File: config.mk
export PLATFORM = sky130hd
export DESIGN_NAME = canrx_msg_queue
export DESIGN_NICKNAME = d
export VERILOG_FILES = /design/src/rtl/canrx_pkg.sv /design/src/rtl/canrx_ctrl.sv /design/src/rtl/canrx_store.sv /design/src/rtl/canrx_window.sv /design/src/rtl/canrx_msg_queue.sv
export SDC_FILE = /design/constraint.sdc
export NUM_CORES = 1
export LEC_CHECK = 0
export ABC_AREA = 1
export BUFFER_PORTS_ARGS = -buffer_cell sky130_fd_sc_hd__buf_2
export CAP_MARGIN = 10
export CORE_MARGIN = 2
export CORE_UTILIZATION = 49
export CTS_CLUSTER_DIAMETER = 200
export DETAILED_ROUTE_END_ITERATION = 12
export PLACE_DENSITY_LB_ADDON = 0.3
export SLEW_MARGIN = 20
export SYNTH_ARGS = -nofsm -noshare
export SYNTH_HDL_FRONTEND = slang
export SYNTH_SLANG_ARGS = --single-unit
File: constraint.sdc
create_clock -name clk -period 28 [get_ports clk]
set_clock_uncertainty 0.05 [all_clocks]
set_input_delay 5.6 -clock clk [delete_from_list [all_inputs] [get_ports clk]]
set_output_delay 5.6 -clock clk [all_outputs]
set_load 0.02 [all_outputs]
File: src/rtl/canrx_pkg.sv
// Package: shared message type and information-word packing for the CAN
// receive queue. Assumes 32-bit host words and four words per message.
package canrx_pkg;
    localparam int WORD_W  = 32;
    localparam int LEN_W   = 4;
    localparam int STAMP_W = 16;
    localparam int FIDX_W  = 8;
    localparam int SEL_W   = 2;

    typedef struct packed {
        logic [WORD_W-1:0] id;
        logic [WORD_W-1:0] info;
        logic [WORD_W-1:0] lo;
        logic [WORD_W-1:0] hi;
    } canrx_msg_t;

    // Build the information word: length 3:0, filter index 15:8, stamp 31:16.
    function automatic logic [WORD_W-1:0] pack_info(
        input logic [LEN_W-1:0]   len,
        input logic [STAMP_W-1:0] stamp,
        input logic [FIDX_W-1:0]  fidx
    );
        return {stamp, fidx, 4'b0000, len};
    endfunction
endpackage

File: src/rtl/canrx_ctrl.sv
// canrx_ctrl: pointer, count and overrun control for one queue.
// Assumes DEPTH >= 2 and at most one push and one release per cycle.
// A release of an empty queue is ignored; a release frees a slot for a
// push in the same cycle. OVR_KEEP_NEW chooses drop-new or overwrite-newest.
module canrx_ctrl #(
    parameter int DEPTH        = 3,
    parameter bit OVR_KEEP_NEW = 1'b0,
    localparam int PTR_W = $clog2(DEPTH),
    localparam int CNT_W = $clog2(DEPTH + 1)
) (
    input  logic             clk,
    input  logic             rst_n,
    input  logic             push,
    input  logic             rel,
    output logic             wr_en,
    output logic [PTR_W-1:0] wr_ptr,
    output logic [PTR_W-1:0] rd_ptr,
    output logic [CNT_W-1:0] level,
    output logic             full,
    output logic             ovr
);
    localparam logic [PTR_W-1:0] LAST = PTR_W'(DEPTH - 1);
    localparam logic [CNT_W-1:0] CMAX = CNT_W'(DEPTH);

    logic [PTR_W-1:0] wptr_q, rptr_q;
    logic [CNT_W-1:0] cnt_q;
    logic             ovr_q;
    logic             pop, accept, clash;

    function automatic logic [PTR_W-1:0] step(input logic [PTR_W-1:0] p);
        return (p == LAST) ? '0 : p + PTR_W'(1);
    endfunction

    function automatic logic [PTR_W-1:0] back(input logic [PTR_W-1:0] p);
        return (p == '0) ? LAST : p - PTR_W'(1);
    endfunction

    // Decide which requests take effect this cycle.
    always_comb begin
        pop    = rel && (cnt_q != '0);
        accept = push && ((cnt_q != CMAX) || pop);
        clash  = push && (cnt_q == CMAX) && !pop;
    end

    // Select the storage slot according to the overrun policy.
    generate
        if (OVR_KEEP_NEW) begin : g_keep_new
            assign wr_en  = accept || clash;
            assign wr_ptr = clash ? back(wptr_q) : wptr_q;
        end else begin : g_drop_new
            assign wr_en  = accept;
            assign wr_ptr = wptr_q;
        end
    endgenerate

    // Advance pointers and the pending count.
    always_ff @(posedge clk) begin
        if (!rst_n) begin
            wptr_q <= '0;
            rptr_q <= '0;
            cnt_q  <= '0;
        end else begin
            if (accept) wptr_q <= step(wptr_q);
            if (pop)    rptr_q <= step(rptr_q);
            case ({accept, pop})
                2'b10:   cnt_q <= cnt_q + CNT_W'(1);
                2'b01:   cnt_q <= cnt_q - CNT_W'(1);
                default: cnt_q <= cnt_q;
            endcase
        end
    end

    // Sticky overrun flag, cleared by an effective release.
    always_ff @(posedge clk) begin
        if (!rst_n)     ovr_q <= 1'b0;
        else if (clash) ovr_q <= 1'b1;
        else if (pop)   ovr_q <= 1'b0;
    end

    assign rd_ptr = rptr_q;
    assign level  = cnt_q;
    assign full   = (cnt_q == CMAX);
    assign ovr    = ovr_q;
endmodule

File: src/rtl/canrx_store.sv
// canrx_store: DEPTH message slots for one queue, one write port and one
// combinational read port. Assumes the controller only writes free slots.
module canrx_store
    import canrx_pkg::*;
#(
    parameter int DEPTH = 3,
    localparam int PTR_W = $clog2(DEPTH)
) (
    input  logic             clk,
    input  logic             rst_n,
    input  logic             we,
    input  logic [PTR_W-1:0] wptr,
    input  canrx_msg_t       wdata,
    input  logic [PTR_W-1:0] rptr,
    output canrx_msg_t       rdata
);
    canrx_msg_t slot [DEPTH];

    // Write an incoming message into its slot.
    always_ff @(posedge clk) begin
        if (!rst_n) begin
            for (int i = 0; i < DEPTH; i++) slot[i] <= '0;
        end else if (we) begin
            slot[wptr] <= wdata;
        end
    end

    // Present the oldest slot.
    assign rdata = slot[rptr];
endmodule

File: src/rtl/canrx_window.sv
// canrx_window: read-only four-word window onto the oldest message of the
// selected queue. Reads zero when that queue is empty.
module canrx_window
    import canrx_pkg::*;
#(
    parameter int NQ = 2,
    localparam int Q_W = (NQ > 1) ? $clog2(NQ) : 1
) (
    input  canrx_msg_t        head [NQ],
    input  logic [NQ-1:0]     has,
    input  logic [Q_W-1:0]    rd_q,
    input  logic [SEL_W-1:0]  rd_sel,
    output logic [WORD_W-1:0] rd_data
);
    canrx_msg_t pick;

    // Choose the queue, then the word within its oldest message.
    always_comb begin
        pick = head[rd_q];
        if (!has[rd_q]) begin
            rd_data = '0;
        end else begin
            case (rd_sel)
                2'd0:    rd_data = pick.id;
                2'd1:    rd_data = pick.info;
                2'd2:    rd_data = pick.lo;
                default: rd_data = pick.hi;
            endcase
        end
    end
endmodule

File: src/rtl/canrx_msg_queue.sv
// canrx_msg_queue: NQ independent receive queues of DEPTH CAN messages with
// a shared push port and a shared read-only window. Assumes one push per
// cycle and pulse-style release requests; host writes are rejected.
module canrx_msg_queue
    import canrx_pkg::*;
#(
    parameter int NQ           = 2,
    parameter int DEPTH        = 3,
    parameter bit OVR_KEEP_NEW = 1'b0,
    localparam int Q_W   = (NQ > 1) ? $clog2(NQ) : 1,
    localparam int PTR_W = $clog2(DEPTH),
    localparam int CNT_W = $clog2(DEPTH + 1)
) (
    input  logic                clk,
    input  logic                rst_n,
    input  logic                push_valid,
    input  logic [Q_W-1:0]      push_q,
    input  logic [WORD_W-1:0]   push_id,
    input  logic [LEN_W-1:0]    push_len,
    input  logic [STAMP_W-1:0]  push_stamp,
    input  logic [FIDX_W-1:0]   push_fidx,
    input  logic [WORD_W-1:0]   push_lo,
    input  logic [WORD_W-1:0]   push_hi,
    input  logic [NQ-1:0]       rel,
    input  logic [Q_W-1:0]      rd_q,
    input  logic [SEL_W-1:0]    rd_sel,
    output logic [WORD_W-1:0]   rd_data,
    input  logic                wr_en,
    output logic                wr_err,
    output logic [NQ*CNT_W-1:0] lvl,
    output logic [NQ-1:0]       full,
    output logic [NQ-1:0]       ovr
);
    canrx_msg_t    incoming;
    canrx_msg_t    head [NQ];
    logic [NQ-1:0] has;
    logic          err_q;

    // Assemble the message as it will be stored.
    always_comb begin
        incoming.id   = push_id;
        incoming.info = pack_info(push_len, push_stamp, push_fidx);
        incoming.lo   = push_lo;
        incoming.hi   = push_hi;
    end

    generate
        for (genvar g = 0; g < NQ; g++) begin : g_queue
            logic             q_push, q_we;
            logic [PTR_W-1:0] q_wptr, q_rptr;
            logic [CNT_W-1:0] q_lvl;

            assign q_push = push_valid && (push_q == Q_W'(g));

            canrx_ctrl #(.DEPTH(DEPTH), .OVR_KEEP_NEW(OVR_KEEP_NEW)) u_ctrl (
                .clk(clk), .rst_n(rst_n), .push(q_push), .rel(rel[g]),
                .wr_en(q_we), .wr_ptr(q_wptr), .rd_ptr(q_rptr),
                .level(q_lvl), .full(full[g]), .ovr(ovr[g])
            );

            canrx_store #(.DEPTH(DEPTH)) u_store (
                .clk(clk), .rst_n(rst_n), .we(q_we), .wptr(q_wptr),
                .wdata(incoming), .rptr(q_rptr), .rdata(head[g])
            );

            assign lvl[g*CNT_W +: CNT_W] = q_lvl;
            assign has[g]                = (q_lvl != '0);
        end
    endgenerate

    canrx_window #(.NQ(NQ)) u_window (
        .head(head), .has(has), .rd_q(rd_q), .rd_sel(rd_sel), .rd_data(rd_data)
    );

    // Answer every write attempt on the protected window with an error pulse.
    always_ff @(posedge clk) begin
        if (!rst_n) err_q <= 1'b0;
        else        err_q <= wr_en;
    end

    assign wr_err = err_q;
endmodule

* Yosys cells after proc, flatten, opt, wreduce, memory -nomap -nowiden
Memory sizes are Yosys's and may differ from the RTL's. A register that Yosys moved wholly into a read port is not among the register bits. Cells that the tools add are included. W data, S select, Z words.
Cells by class: add/sub/neg operators 8, $lt $le $gt $ge 2, equal/unequal tests 14, mux-type cells 34, bitwise gates (word level) 2, reduce and logical (&&, ||, !) cells 23
Operator list (count):
- $mux W128 | 3
- $mux W124 | 2
- $reduce_or A124 Y1 | 2
- $pmux W32 S3 | 1
- $mux W32 | 1
- $mux W2 | 10
- $eq A2 B2 Y1 const B | 9
- $mux W1 | 15
- $add A2 B1 Y2 const B | 6
- $reduce_bool A2 Y1 | 6
- $logic_and A1 B1 Y1 | 10
- $pmux W2 S2 | 2
- $eq A2 B1 Y1 const B | 3
- $ne A2 B2 Y1 const B | 2
- $sub A2 B1 Y2 const B | 2
- $ge A2 B2 Y1 const B | 1
- $logic_not A1 Y1 | 2
- $logic_not A2 Y1 | 1
- $logic_or A1 B1 Y1 | 2
- $lt A1 B2 Y1 const B | 1
- $not A1 Y2 | 1
- $not A1 Y1 | 1
Storage, ports and cells: register bits 15, bits in writable memories 744, input port bits 134, output and inout bits 41, logic and storage cells 94, memories 2
Memory list:
- g_queue[0].u_store.slot | words 3, width 124, read ports 1, clocked after Yosys merged registers in 1, wr ports 3, line canrx_store.sv:17 | canrx_msg_t slot [DEPTH];
- g_queue[1].u_store.slot | words 3, width 124, read ports 1, clocked after Yosys merged registers in 1, wr ports 3, line canrx_store.sv:17

* Depth between registers and ports, before layout
word-level depth 9, depth in mapped cells 11, depth with buffers taken out 9

* Cells and area by module
A second synthesis with hierarchy kept.
Second synthesis, totals: cells, all modules 6075, area total of the unflattened synthesis 52203.8 µm²
Modules (own cells, without submodules):
- canrx_store | times used 2, cells each 2600, area an instance 24168.2 µm², sequential area each 15374.7 µm²
- canrx_window | times used 1, cells each 761, area an instance 3045.4 µm², sequential area each 0.0 µm²
- canrx_ctrl | times used 2, cells each 50, area an instance 375.4 µm², sequential area each 140.1 µm²
- canrx_msg_queue | times used 1, cells each 14, area an instance 71.3 µm², sequential area each 20.0 µm²

* Worst setup path after synthesis
No wires, ideal clock.
path type input to register, start point input push_valid, end point memory g_queue[0].u_store.slot[3][0] (netlist name) (enable), setup time 0.912 ns, arrival time 17.548 ns, data required time 27.038 ns, path slack 9.491 ns, stages 4, path buffers 0, cell sequence inv_1 > nor2_2 > o21ai_2 > nor4_1
RTL lines:
- from (decl) | line canrx_msg_queue.sv:16 | input logic push_valid,
- to (decl) | line canrx_store.sv:17

* Worst setup path in the final report
start point input rd_q, end point output rd_data[31]
On the way: cells in the longest elaborated chain, start to end 6, elaborated cells between the ends (all ways) 8, classes of those cells mux: 7; bitwise: 1
RTL lines:
- from (decl) | line canrx_msg_queue.sv:25 | input logic [Q_W-1:0] rd_q,
- $not A1 Y2 (not written as such) | line canrx_window.sv:19 | pick = head[rd_q];
- $mux W128 (not written as such) (3 in series) | line canrx_window.sv:19
- $pmux W32 S3 | line canrx_window.sv:23 | case (rd_sel)
- $mux W32 (*) | line canrx_window.sv:20 | if (!has[rd_q]) begin
- to (decl) | line canrx_msg_queue.sv:27 | output logic [WORD_W-1:0] rd_data,
Mark *: on every way between the ends. The rest lies on a longest branch, timed or not. The select of a mux whose other input is x is not followed.

==> impl_metrics.json <==
{
  "run_status": "finished clean",
  "p_leak_nw": 21.30,
  "min_from": "g_queue[0].u_ctrl.rd_ptr[1]",
  "initial_core_util": 0.4919,
  "rsz0062_at_grt": "no",
  "yosysMostFrequentCell": "nand2_1",
  "max-vdd-ir-drop_uv": 57.96,
  "start_kind": "primary input",
  "cp.arrival_ns": 9.33,
  "drv_cap": 0,
  "post_synth.cell_area_avg_um2": 9.690,
  "nets": 4901,
  "async_flop_share": 0,
  "slew_viol_final": 0,
  "utilization": 0.5438,
  "worst_pin_slew_ns": 1.163,
  "route.detailed.drc": 0,
  "synth_common_cells": "nand2_1 (1204), edfxtp_1 (992), nor2_1 (821)",
  "crit_required_ns": 22.35,
  "powerDensity_mw_per_mm2": 68.23,
  "clockRootBuffer": "clkbuf_16",
  "netlist_top_cells_area": "edfxtp_1 (65%), nand2_1 (9.9%), nand3_1 (8.7%), nor2_1 (6.7%), inv_1 (4.2%)",
  "dpl.hpwl_um": 80610,
  "fin_tns_setup_ns": 0,
  "drive_gt1_frac": 0.09087,
  "grtUsageTotal": 0.3074,
  "die_h_um": 309.4,
  "die-area_mm2": 0.09574,
  "fin_ws_ns": 13.02,
  "synth_top_area_share": 0.6517,
  "finalHoldViolCount": 0,
  "drtIter0Drc": 4411,
  "yosys_warnings": 0,
  "grt_pass1_vias": 32970,
  "post-route-period-util": 0.5350,
  "place.gp.congestion": 0.8621,
  "postSynthCellCount": 4717,
  "cts.repair.resized": 0,
  "wirelength_um": 147000,
  "area_delta_synth_final_pct": 10.55,
  "multi_input_area_mm2": 0.01221,
  "drtPass1Iterations": 6,
  "syn-num-nets": 4851,
  "clock_path_buffers": 3,
  "grt_max_degree": 139,
  "vias": 34518,
  "fmax_ghz": 0.06675,
  "dp_slack_ns": 13.20,
  "crit_fanout": 53,
  "endpoint_kind": "output port",
  "io_pins": 175,
  "max-slew-margin-rel": 0.2244,
  "fin_total_pwr_mw": 3.448,
  "drt.antenna.violating_nets": 0,
  "ys_seq_area_frac": 0.6601,
  "yosysTopAreaCell": "edfxtp_1",
  "chipWidth_um": 309.4,
  "cts_tree": "yes",
  "design.core.area_mm2": 0.09291,
  "hold_buffers": 0,
  "grt_pass1_wl_um": 215500,
  "regArea_mm2": 0.03018,
  "worstRegToRegCells": 7,
  "crit-reg2reg-launch": "g_queue[0].u_ctrl.level[0]",
  "synth_edf_count": 992,
  "criticalPathCategory": "primary input to output port",
  "hold_depth": 2,
  "r2r_setup_slack_ns": 23.77,
  "clock_latency_ns": 0.70,
  "worst_hold_slack_ns": 0.4362,
  "clk_pin_slew_worst_paths_ns": 0.06,
  "final_cell_area_mm2": 0.05053,
  "synth.distinct_cells": 32,
  "ys_seq_elements": 1011,
  "synth_area_mm2": 0.04571,
  "placementRows": 112,
  "cts_made_buffers": 108,
  "final_cells": 6114,
  "setup_viol": 0,
  "cts_sinks": 1011,
  "via_per_inst": 5.646,
  "hp-class": "flip-flop to flip-flop",
  "place_inst": 5911,
  "grt.overflow.total": 0,
  "synth_ff_type": "edfxtp_1",
  "htreeDepth": 3,
  "post-cts-setup-buffers": 0,
  "antenna_found_initial": 17,
  "wl_per_cell_um": 24.04,
  "port_buffers": 174,
  "place_area_mm2": 0.04727,
  "final.fill_count": 8085,
  "worstReg2RegEnd": "g_queue[0].u_store.slot[2][16]",
  "min_period_ns": 14.98
}
## worst max-delay path, stage by stage
cell and delay, ns:
buf_4 0.30, inv_4 0.41, buf_4 0.82, buf_4 0.75
nand2_1 0.20, o21ai_4 0.09, buf_4 0.48, nand2_1 0.13
nor2_1 0.26, buf_2 0.23
## flip-flops by register name, summed over array words and instances, names as in the netlist, named ones only
| signal | cells |
|---|---|
| g_queue.u_ctrl.level | 4 |
| g_queue.u_ctrl.rd_ptr | 4 |
| g_queue.u_ctrl.wr_ptr | 4 |
| g_queue.u_ctrl.ovr | 2 |
| wr_err | 1 |
| g_queue.u_store.slot | 992 |
## layer usage
metal / routed length [um] / up-vias / GRT usage
li1: - / 15423 / -
met1: 54550 / 16586 / 0.4065
met2: 67810 / 2132 / 0.4835
met3: 17040 / 367 / 0.06155
met4: 7527 / 10 / 0.1586
met5: 58 / - / 0
## cells in the final DEF, fill, tap and decap left out, types with 3 or more instances in the layout
cell and n:
nand2_1 1198, edfxtp_1 992, nor2_1 819, nand3_1 793, inv_1 516, buf_2 173, clkbuf_16 111, buf_4 53
or2_2 29, clkinv_2 29, clkinv_1 28, clkbuf_1 20, dfxtp_1 15, o21ai_0 9, diode_2 7, nand3_4 6
nand2_4 6, a21oi_1 6, dfxtp_4 4, inv_8 3, inv_4 3, o21ai_1 3, nor2_2 3, o211ai_1 3
clkinvlp_4 3, bufinv_16 3
## how the worst max path moves through the flow
stage / startpoint / endpoint / slack, ns / cells past startpoint
floorplan: push_valid / g_queue[0].u_store.slot[3][0] / 9.49 / 4
global placement: rd_q / rd_data[22] / 13.25 / 10
detailed placement: rd_q / rd_data[25] / 13.20 / 10
CTS: rd_q / rd_data[25] / 13.20 / 10
global route: rd_q / rd_data[4] / 13.02 / 12
finish: rd_q / rd_data[31] / 13.02 / 10
## power breakdown
| group | internal [mW] | switching (mW) | total [mW] |
|---|---|---|---|
| Sequential | 1.72 | 0.0223 | 1.74 |
| Combinational | 0.0881 | 0.279 | 0.367 |
| Clock | 0.747 | 0.594 | 1.34 |
| Total | 2.55 | 0.895 | 3.45 |
## final cells by class
| cell class | instances | share of cell area |
|---|---|---|
| Tap cell | 1254 | 0.03105 |
| Antenna cell | 7 | 0.0003467 |
| Inverter | 524 | 0.03937 |
| Clock inverter | 65 | 0.007676 |
| Multi-Input combinational cell | 2893 | 0.2417 |
| Timing Repair Buffer | 229 | 0.02603 |
| Sequential cell | 1011 | 0.5974 |
| Clock buffer | 131 | 0.05646 |
## logic make-up (layout without fill, tap and decap cells)
family                    count (synthesis)  count (layout)  share of synthesized area
DFF                                    1011            1011                     0.6601
other                                     0               7                          0
xor gates and xnor gates                  2               2                  0.0003833
buffers and inverters                   813             949                    0.07495
and+or+nand+nor                        2862            2862                     0.2605
AOI/OAI and AO/OA                        29              29                   0.004079
Note: power is estimated with default switching activity, not from simulation.
